### src/rtl/pcb_pkg.sv
// pcb_pkg: register map constants, bit positions and the slot control type
// shared by the performance counter bank modules.
package pcb_pkg;
    localparam int REG_W       = 32;
    localparam int CODE_W      = 7;
    localparam int REF_W       = 2 ** (CODE_W - 1);

    localparam int GC_OFS      = 'h40;
    localparam int BANK_BASE   = 'h50;
    localparam int BANK_STRIDE = 'h10;
    localparam int LCA_SUB     = 0;
    localparam int CNT_SUB     = 8;
    localparam int CNT_HI_SUB  = 12;

    localparam int GFRZ_BIT    = 31;
    localparam int GIE_BIT     = 30;
    localparam int GCFE_BIT    = 29;
    localparam int LFRZ_BIT    = 31;
    localparam int LCE_BIT     = 26;
    localparam int CODE_LSB    = 16;

    typedef struct packed {
        logic              frz;
        logic              ce;
        logic [CODE_W-1:0] code;
    } slot_ctl_t;
endpackage

### src/rtl/pcb_evt_sel.sv
// pcb_evt_sel: turns a slot's event code into a single strobe.
// Codes below 2**(CODE_W-1) index the shared reference vector, except
// codes 1..GAP_LAST, which select nothing. Codes at or above that index the
// slot's private group; codes past the end of the group select nothing.
// Assumes SPEC_W >= 2 and SPEC_W <= 2**(CODE_W-1).
module pcb_evt_sel #(
    parameter int CODE_W   = 7,
    parameter int SPEC_W   = 8,
    parameter int GAP_LAST = 11
) (
    input  logic [CODE_W-1:0]           code,
    input  logic [2**(CODE_W-1)-1:0]    ref_evt,
    input  logic [SPEC_W-1:0]           spec_evt,
    output logic                        hit
);
    localparam int SEL_W = $clog2(SPEC_W);

    logic [CODE_W-2:0] low;
    assign low = code[CODE_W-2:0];

    // choose the strobe named by the code
    always_comb begin
        if (code[CODE_W-1]) begin
            hit = (int'(low) < SPEC_W) ? spec_evt[low[SEL_W-1:0]] : 1'b0;
        end else if (int'(low) >= 1 && int'(low) <= GAP_LAST) begin
            hit = 1'b0;
        end else begin
            hit = ref_evt[low];
        end
    end
endmodule

### src/rtl/pcb_counter.sv
// pcb_counter: one W-bit count register, writable per 32-bit word.
// It advances by one when adv is high. A word write overrides the advance
// for that word. ovf flags an advance that takes the MSB from 0 to 1 while
// the top word is not being written. Assumes W is a multiple of 32.
module pcb_counter #(
    parameter int W = 32
) (
    input  logic                clk,
    input  logic                rst_n,
    input  logic                adv,
    input  logic [W/32-1:0]     wr_word,
    input  logic [31:0]         wdata,
    output logic [W-1:0]        cnt,
    output logic                ovf
);
    localparam int NW = W / 32;

    logic [W-1:0] inc;
    logic [W-1:0] nxt;

    // next value: advance, then apply any word writes on top
    always_comb begin
        inc = cnt + W'(1);
        nxt = adv ? inc : cnt;
        for (int w = 0; w < NW; w++) begin
            if (wr_word[w]) nxt[w*32 +: 32] = wdata;
        end
    end

    assign ovf = adv & ~wr_word[NW-1] & ~cnt[W-1] & inc[W-1];

    // count register
    always_ff @(posedge clk) begin
        if (!rst_n) cnt <= '0;
        else        cnt <= nxt;
    end

    // a slot that neither advances nor is written keeps its value
    assert_hold_when_idle_R4: assert property (@(posedge clk) disable iff (!rst_n)
        (!adv && wr_word == '0) |=> $stable(cnt));

    // an advance without a write moves the count by exactly one
    assert_step_one_R3: assert property (@(posedge clk) disable iff (!rst_n)
        (adv && wr_word == '0) |=> cnt == $past(cnt) + W'(1));
endmodule

### src/rtl/pcb_global_ctl.sv
// pcb_global_ctl: global freeze, interrupt enable and freeze-on-condition
// enable, plus the level interrupt. An armed overflow sets the freeze bit
// at the same edge as the increment, and it wins over a software write.
// The interrupt clears once freeze is off and no armed slot has its MSB set.
module pcb_global_ctl (
    input  logic clk,
    input  logic rst_n,
    input  logic wr,
    input  logic wd_frz,
    input  logic wd_ie,
    input  logic wd_cfe,
    input  logic ovf_ce_any,
    input  logic msb_ce_any,
    output logic frz,
    output logic ie,
    output logic cfe,
    output logic irq
);
    logic trig;
    assign trig = ie & cfe & ovf_ce_any;

    // global control bits; an overflow forces freeze
    always_ff @(posedge clk) begin
        if (!rst_n) begin
            frz <= 1'b1;
            ie  <= 1'b0;
            cfe <= 1'b0;
        end else begin
            if (wr) begin
                ie  <= wd_ie;
                cfe <= wd_cfe;
            end
            if (trig)    frz <= 1'b1;
            else if (wr) frz <= wd_frz;
        end
    end

    // interrupt level: set on overflow, released once both causes are gone
    always_ff @(posedge clk) begin
        if (!rst_n)                      irq <= 1'b0;
        else if (trig)                   irq <= 1'b1;
        else if (!frz && !msb_ce_any)    irq <= 1'b0;
    end

    // an armed overflow freezes the bank and raises the interrupt
    assert_trig_freezes_R5: assert property (@(posedge clk) disable iff (!rst_n)
        trig |=> (frz && irq));

    // the interrupt holds while either cause remains
    assert_irq_level_R7: assert property (@(posedge clk) disable iff (!rst_n)
        (irq && (frz || msb_ce_any)) |=> irq);

    // the interrupt only rises when both global enables were set
    assert_irq_needs_enables_R6: assert property (@(posedge clk) disable iff (!rst_n)
        $rose(irq) |-> $past(ie && cfe));
endmodule

### src/rtl/perf_counter_bank.sv
// perf_counter_bank: slot 0 counts cycles (64 bits). Slots 1..NUM_CTRS-1
// count selected event strobes (32 bits). The bank has a register interface
// with combinational reads and writes taken at the clock edge. Assumes
// EVT_CNT_W == 32, CYC_CNT_W == 64 and that the map fits in ADDR_W bits.
module perf_counter_bank
    import pcb_pkg::*;
#(
    parameter int NUM_CTRS  = 11,
    parameter int EVT_CNT_W = 32,
    parameter int CYC_CNT_W = 64,
    parameter int SPEC_W    = 8,
    parameter int ADDR_W    = 8,
    parameter int GAP_LAST  = 11
) (
    input  logic                          clk,
    input  logic                          rst_n,
    input  logic                          reg_wr,
    input  logic [ADDR_W-1:0]             reg_addr,
    input  logic [REG_W-1:0]              reg_wdata,
    output logic [REG_W-1:0]              reg_rdata,
    input  logic [REF_W-1:0]              ref_evt,
    input  logic [(NUM_CTRS-1)*SPEC_W-1:0] spec_evt,
    output logic                          irq
);
    localparam int CYC_NW = CYC_CNT_W / REG_W;

    function automatic logic [ADDR_W-1:0] slot_addr(input int n, input int sub);
        return ADDR_W'(BANK_BASE + n * BANK_STRIDE + sub);
    endfunction

    slot_ctl_t             lca_q [NUM_CTRS];
    logic [NUM_CTRS-1:0]   lca_hit, cnt_lo_hit;
    logic [NUM_CTRS-1:0]   adv, evt_hit, ovf, msb, ce_vec;
    logic [REG_W-1:0]      cnt_lo [NUM_CTRS];
    logic [REG_W-1:0]      cnt_hi0;
    logic                  cnt0_hi_hit, gc_hit;
    logic                  g_frz, g_ie, g_cfe;

    assign gc_hit      = (reg_addr == ADDR_W'(GC_OFS));
    assign cnt0_hi_hit = (reg_addr == slot_addr(0, CNT_HI_SUB));

    // slot control registers
    always_ff @(posedge clk) begin
        for (int n = 0; n < NUM_CTRS; n++) begin
            if (!rst_n) begin
                lca_q[n] <= '0;
            end else if (reg_wr && lca_hit[n]) begin
                lca_q[n].frz  <= reg_wdata[LFRZ_BIT];
                lca_q[n].ce   <= reg_wdata[LCE_BIT];
                lca_q[n].code <= reg_wdata[CODE_LSB +: CODE_W];
            end
        end
    end

    for (genvar n = 0; n < NUM_CTRS; n++) begin : g_slot
        assign lca_hit[n]    = (reg_addr == slot_addr(n, LCA_SUB));
        assign cnt_lo_hit[n] = (reg_addr == slot_addr(n, CNT_SUB));
        assign adv[n]        = ~g_frz & ~lca_q[n].frz & evt_hit[n];
        assign ce_vec[n]     = lca_q[n].ce;

        if (n == 0) begin : g_cyc
            logic [CYC_CNT_W-1:0] cval;
            logic [CYC_NW-1:0]    wsel;
            assign evt_hit[n] = 1'b1;
            assign wsel       = {reg_wr & cnt0_hi_hit, reg_wr & cnt_lo_hit[n]};
            pcb_counter #(.W(CYC_CNT_W)) u_cnt (
                .clk     (clk),
                .rst_n   (rst_n),
                .adv     (adv[n]),
                .wr_word (wsel),
                .wdata   (reg_wdata),
                .cnt     (cval),
                .ovf     (ovf[n])
            );
            assign cnt_lo[n] = cval[REG_W-1:0];
            assign cnt_hi0   = cval[CYC_CNT_W-1:REG_W];
            assign msb[n]    = cval[CYC_CNT_W-1];
        end else begin : g_evt
            logic [EVT_CNT_W-1:0] cval;
            pcb_evt_sel #(.CODE_W(CODE_W), .SPEC_W(SPEC_W), .GAP_LAST(GAP_LAST)) u_sel (
                .code     (lca_q[n].code),
                .ref_evt  (ref_evt),
                .spec_evt (spec_evt[(n-1)*SPEC_W +: SPEC_W]),
                .hit      (evt_hit[n])
            );
            pcb_counter #(.W(EVT_CNT_W)) u_cnt (
                .clk     (clk),
                .rst_n   (rst_n),
                .adv     (adv[n]),
                .wr_word (reg_wr & cnt_lo_hit[n]),
                .wdata   (reg_wdata),
                .cnt     (cval),
                .ovf     (ovf[n])
            );
            assign cnt_lo[n] = cval;
            assign msb[n]    = cval[EVT_CNT_W-1];
        end
    end

    pcb_global_ctl u_gctl (
        .clk        (clk),
        .rst_n      (rst_n),
        .wr         (reg_wr & gc_hit),
        .wd_frz     (reg_wdata[GFRZ_BIT]),
        .wd_ie      (reg_wdata[GIE_BIT]),
        .wd_cfe     (reg_wdata[GCFE_BIT]),
        .ovf_ce_any (|(ovf & ce_vec)),
        .msb_ce_any (|(msb & ce_vec)),
        .frz        (g_frz),
        .ie         (g_ie),
        .cfe        (g_cfe),
        .irq        (irq)
    );

    // read mux: unmapped offsets and spare bits return zero
    always_comb begin
        reg_rdata = '0;
        if (gc_hit) begin
            reg_rdata[GFRZ_BIT] = g_frz;
            reg_rdata[GIE_BIT]  = g_ie;
            reg_rdata[GCFE_BIT] = g_cfe;
        end
        if (cnt0_hi_hit) reg_rdata = cnt_hi0;
        for (int n = 0; n < NUM_CTRS; n++) begin
            if (lca_hit[n]) begin
                reg_rdata[LFRZ_BIT]              = lca_q[n].frz;
                reg_rdata[LCE_BIT]               = lca_q[n].ce;
                reg_rdata[CODE_LSB +: CODE_W]    = lca_q[n].code;
            end
            if (cnt_lo_hit[n]) reg_rdata = cnt_lo[n];
        end
    end

    // global freeze holds the cycle slot when software is not writing
    assert_global_hold_R4: assert property (@(posedge clk) disable iff (!rst_n)
        (g_frz && !reg_wr) |=> ($stable(cnt_lo[0]) && $stable(cnt_hi0)));
endmodule

### config.mk
export PLATFORM = sky130hd
export DESIGN_NAME = perf_counter_bank
export DESIGN_NICKNAME = d
export VERILOG_FILES = /design/src/rtl/pcb_pkg.sv /design/src/rtl/pcb_evt_sel.sv /design/src/rtl/pcb_counter.sv /design/src/rtl/pcb_global_ctl.sv /design/src/rtl/perf_counter_bank.sv
export SDC_FILE = /design/constraint.sdc
export NUM_CORES = 2
export LEC_CHECK = 0
export ABC_CLOCK_PERIOD_IN_PS = 3400
export BUFFER_PORTS_ARGS = -buffer_cell sky130_fd_sc_hd__buf_2
export CORE_UTILIZATION = 56
export DETAILED_ROUTE_END_ITERATION = 8
export PLACE_DENSITY_LB_ADDON = 0.3
export SYNTH_ARGS = -nofsm -noshare
export SYNTH_HDL_FRONTEND = slang
export SYNTH_SLANG_ARGS = --single-unit
### constraint.sdc
create_clock -name clk -period 3.4 [get_ports clk]
set_clock_uncertainty 0.05 [all_clocks]
set_input_delay 0.34 -clock clk [delete_from_list [all_inputs] [get_ports clk]]
set_output_delay 0.34 -clock clk [all_outputs]
set_load 0.01 [all_outputs]
==> implementation parameters <==
Parameter                              Value

Synthesis
  Avg Inst Size Synth    8.460 um2
  Sequential cell area fraction in the yosys report    31.36%
  Main flop type after synthesis    sky130_fd_sc_hd__dfxtp_1
  Biggest area consumer among synthesized cells    sky130_fd_sc_hd__dfxtp_1
  Number of library cell types mapped by synthesis    89
  Post-synthesis async set-or-reset flop share    0%
  Number of warnings printed during yosys synthesis    0
  Mapped Area    0.03425 mm2
  Post-Synthesis Net Count    roughly 4200
  Top cells by count, synth    sky130_fd_sc_hd__dfxtp_1, sky130_fd_sc_hd__nor2_1, sky130_fd_sc_hd__o21ai_0, sky130_fd_sc_hd__a21oi_1, sky130_fd_sc_hd__nand2_1
  Number of flops mapped to enable cells by yosys    99
  Xor/xnor cell area share of the yosys netlist    roughly 9%
  Arithmetic-cell share of the synthesized area counting full adders, half adders and majority gates    0.4019%
  Post-synthesis compound-gate area fraction    19.89%
  Dominant combinational cell family by area after synthesis    simple AND/OR/NAND/NOR gates
  Post-synth top area share    between 20% and 30%
  Simple-gate share of the synthesized area    20.77%
  Main area contributors after synthesis    sky130_fd_sc_hd__dfxtp_1, sky130_fd_sc_hd__mux4_2, sky130_fd_sc_hd__edfxtp_1
  Synthesized instance count    4048
  Number of synthesized register bits    487
  Fraction of synthesized area in multiplexers    between 10% and 20%
  Dominant cell by count in the synthesized netlist    sky130_fd_sc_hd__dfxtp_1

Setup path
  Crit path cell chain    buf_12 -> mux4_2 -> mux4_2 -> nor2b_1 -> a31oi_1 -> or3_4 -> nand4_1 -> o311ai_4 -> o311ai_4 -> a21oi_1
  Endpoint type of the worst setup path    flop
  Startpoint kind of the worst setup timing path    flop
  Largest stage delay on the critical path    about 0.51 ns
  Worst Path Required    3.83 ns
  WP data arrival    a little under 4 ns
  Critical Path Slowest Stage Cell    sky130_fd_sc_hd__mux4_2
  Critical-path maximum fanout    4
  Class of the most critical setup path    flop to flop

Routing
  Routed len/inst    slightly below 30 um
  Length of the first detailed-routing pass in iterations    9
  1st-iter DRT viols    5998
  Number of remaining DRC errors    0
  Number of vias per cell after detailed routing    between 7 and 8
  Post-Route WL    about 150000 um
  Detail Route Antenna Nets    0
  Total via count after detailed routing    36790

Pwr
  Total leakage power    14.56 nW
  Worst vdd ir    0.0003928 V
  Cell Pwr Density    349.0 mW/mm2

CTS
  Post-CTS Hold Buffers    0
  Root buf cell    sky130_fd_sc_hd__clkbuf_16
  Clock transition at the registers of the reported paths    0.06 ns
  Number of clock sinks seen by CTS    ~490
  TritonCTS clock tree    done
  Clock latency of the later-clocked register in the worst-skew pair    0.63 ns
  Number of buffers on the longest clock path    3
  Number of H-tree levels    2
  CTS buffer count    54

Timing
  Max-slew violation count    0
  Fmax    285.3 MHz
  Final WS setup    -0.1053 ns
  Rel. slew slack    between 20% and 30%
  Final number of setup-violating endpoints    4
  Minimum clock period after layout    3.505 ns
  Final Hold Violating Endpoints    0
  Share of the clock period used by the worst path after layout    103.1%
  Slew at the pin closest to its max-slew limit    1.113 ns
  Unrepaired setup endpoints after global routing    true

Final layout
  Design area    about 0.04 mm2
  Filler instances    5154
  Final net count    4551
  Fraction of final layout cells sized beyond drive strength 1    20.63%
  Layout overhead on the synthesized area    17.39%

Worst hold path
  Tightest Hold Check Type    primary input to flop

Global route
  Antenna violations before repair    6
  Via count of the first global-routing pass    between 30000 and 40000
  Global-route wire length before repair    ~220000 um
  Largest net degree at the start of global routing    97
  Total gr overflow    0
  Global-route usage over all layers    47.79%

Status
  Violated checks    setup timing
  Status    finished, violations left

Floorplan
  Die footprint    0.06215 mm2
  Initial cell density of the core    56.74%
  Floorplan Core Area    0.06036 mm2
  X dimension of the die    249.3 um
  Number of standard-cell rows in the floorplan    90
  Die Height    249.3 um
  Number of ports placed on the die boundary    220

Placed design
  Final weighted congestion in routability-driven placement    1.085
  Placed instance area    0.03816 mm2
  IO Port Bufs    between 200 and 250
  Sum of net half-perimeters after detailed placement    111100 um
  Pre-CTS worst setup slack    -0.1465 ns

Job
  Total of max-cap violations    0
==> through the flow <==
step	instances	hold WS, ns	TNS, ns	total power (W)	util, %
2_1_floorplan	4048	0.4112	0	0.007118	-
3_3_place_gp	5069	0.4277	-0.3819	0.008042	63.22
3_5_place_dp	5069	0.4214	-0.5356	0.008041	63.22
4_1_cts	5174	0.06748	-0.01264	0.01389	66.29
5_1_grt	5182	0.09181	-0.2860	0.01424	66.59
6_report	5187	0.08663	-0.2398	0.01403	66.61
==> worst paths after layout <==
| path | start | endpoint | slack [ns] | cells past startpoint |
|---|---|---|---|---|
| max reg2reg | lca_q[1][0] | u_gctl.irq | -0.11 | 10 |
| max | lca_q[1][0] | u_gctl.irq | -0.11 | 10 |
| min | rst_n | g_slot[10].g_evt.u_cnt.cnt[17] | 0.09 | 3 |
| min reg2reg | u_gctl.irq | u_gctl.irq | 0.44 | 2 |
==> kinds of logic after synthesis <==
| logic type | after synthesis |
|---|---|
| flip-flops | 487 |
| AND/OR/NAND/NOR | 1405 |
| XOR/XNOR | 352 |
| AO/OA/AOI/OAI | 1081 |
| buffers and inverters | 414 |
| adder cells (fa/ha/maj) | 11 |
| multiplexers | 298 |
==> placed cells by master, fill, tap and decap left out, types with 40 or more instances in the layout <==
| cell | count |
|---|---|
| sky130_fd_sc_hd__nor3_1 | 85 |
| sky130_fd_sc_hd__inv_1 | 72 |
| sky130_fd_sc_hd__a21oi_1 | 297 |
| sky130_fd_sc_hd__nand3_1 | 179 |
| sky130_fd_sc_hd__nand2_1 | 280 |
| sky130_fd_sc_hd__nor2_1 | 330 |
| sky130_fd_sc_hd__nand4_1 | 92 |
| sky130_fd_sc_hd__o21ai_0 | 318 |
| sky130_fd_sc_hd__and3_1 | 166 |
| sky130_fd_sc_hd__mux2i_1 | 137 |
| sky130_fd_sc_hd__edfxtp_1 | 99 |
| sky130_fd_sc_hd__xor2_1 | 160 |
| sky130_fd_sc_hd__buf_2 | 218 |
| sky130_fd_sc_hd__a22oi_1 | 80 |
| sky130_fd_sc_hd__a211oi_1 | 129 |
| sky130_fd_sc_hd__buf_4 | 329 |
| sky130_fd_sc_hd__mux4_2 | 137 |
| sky130_fd_sc_hd__a222oi_1 | 40 |
| sky130_fd_sc_hd__dfxtp_1 | 386 |
| sky130_fd_sc_hd__clkbuf_16 | 57 |
| sky130_fd_sc_hd__xnor2_1 | 192 |
==> timing repair <==
action / in CTS / in global routing
endpoints found under the setup margin: 12 / 22
pin swaps: 3 / 10
setup buffers: 5 / 5
cloned: 0 / 1
gates resized for setup: 8 / 26
==> layer usage <==
layer | vias to the layer above | share of wire (%) | track usage [%]
met4 | 2 | 6.0 | 23.51
li1 | 15850 | - | -
met1 | 17360 | 37 | 63.16
met5 | - | 0.0065 | 0.3089
met3 | 592 | 16 | 16.26
met2 | 2987 | 42 | 69.49
==> registers in the layout, indices dropped and copies added (netlist names) <==
register	flops
u_gctl.irq	1
u_gctl.cfe	1
u_gctl.ie	1
lca_q	99
u_gctl.frz	1
g_slot.g_cyc.u_cnt.cnt	64
g_slot.g_evt.u_cnt.cnt	320
==> power breakdown <==
| part | leakage [nW] | internal (W) | switching [W] |
|---|---|---|---|
| Combinational | 9.62 | 0.000772 | 0.00120 |
| Clock | 0.874 | 0.00339 | 0.00257 |
| Sequential | 4.06 | 0.00596 | 0.000132 |
==> worst max-delay path, delay by kind of cell (launching register included) <==
family / cells / cell delay, ns
multiplexers: 2 / 1.00
AND/OR/NAND/NOR: 3 / 0.95
AO/OA/AOI/OAI: 4 / 0.80
flip-flops: 1 / 0.42
buffers and inverters: 1 / 0.14
==> layout make-up <==
class	instances	area, um2	share of cell area, %
multi-input combinational	3147	22090	54.94
tap	782	978.4	2.434
clock inverter	21	172.7	0.4295
clock buffer	79	1589	3.952
inverter	76	287.8	0.7158
timing repair buffer	587	4327	10.76
antenna	8	20.02	0.04979
sequential	487	10740	26.72
Power figures use the tool's default switching activity.
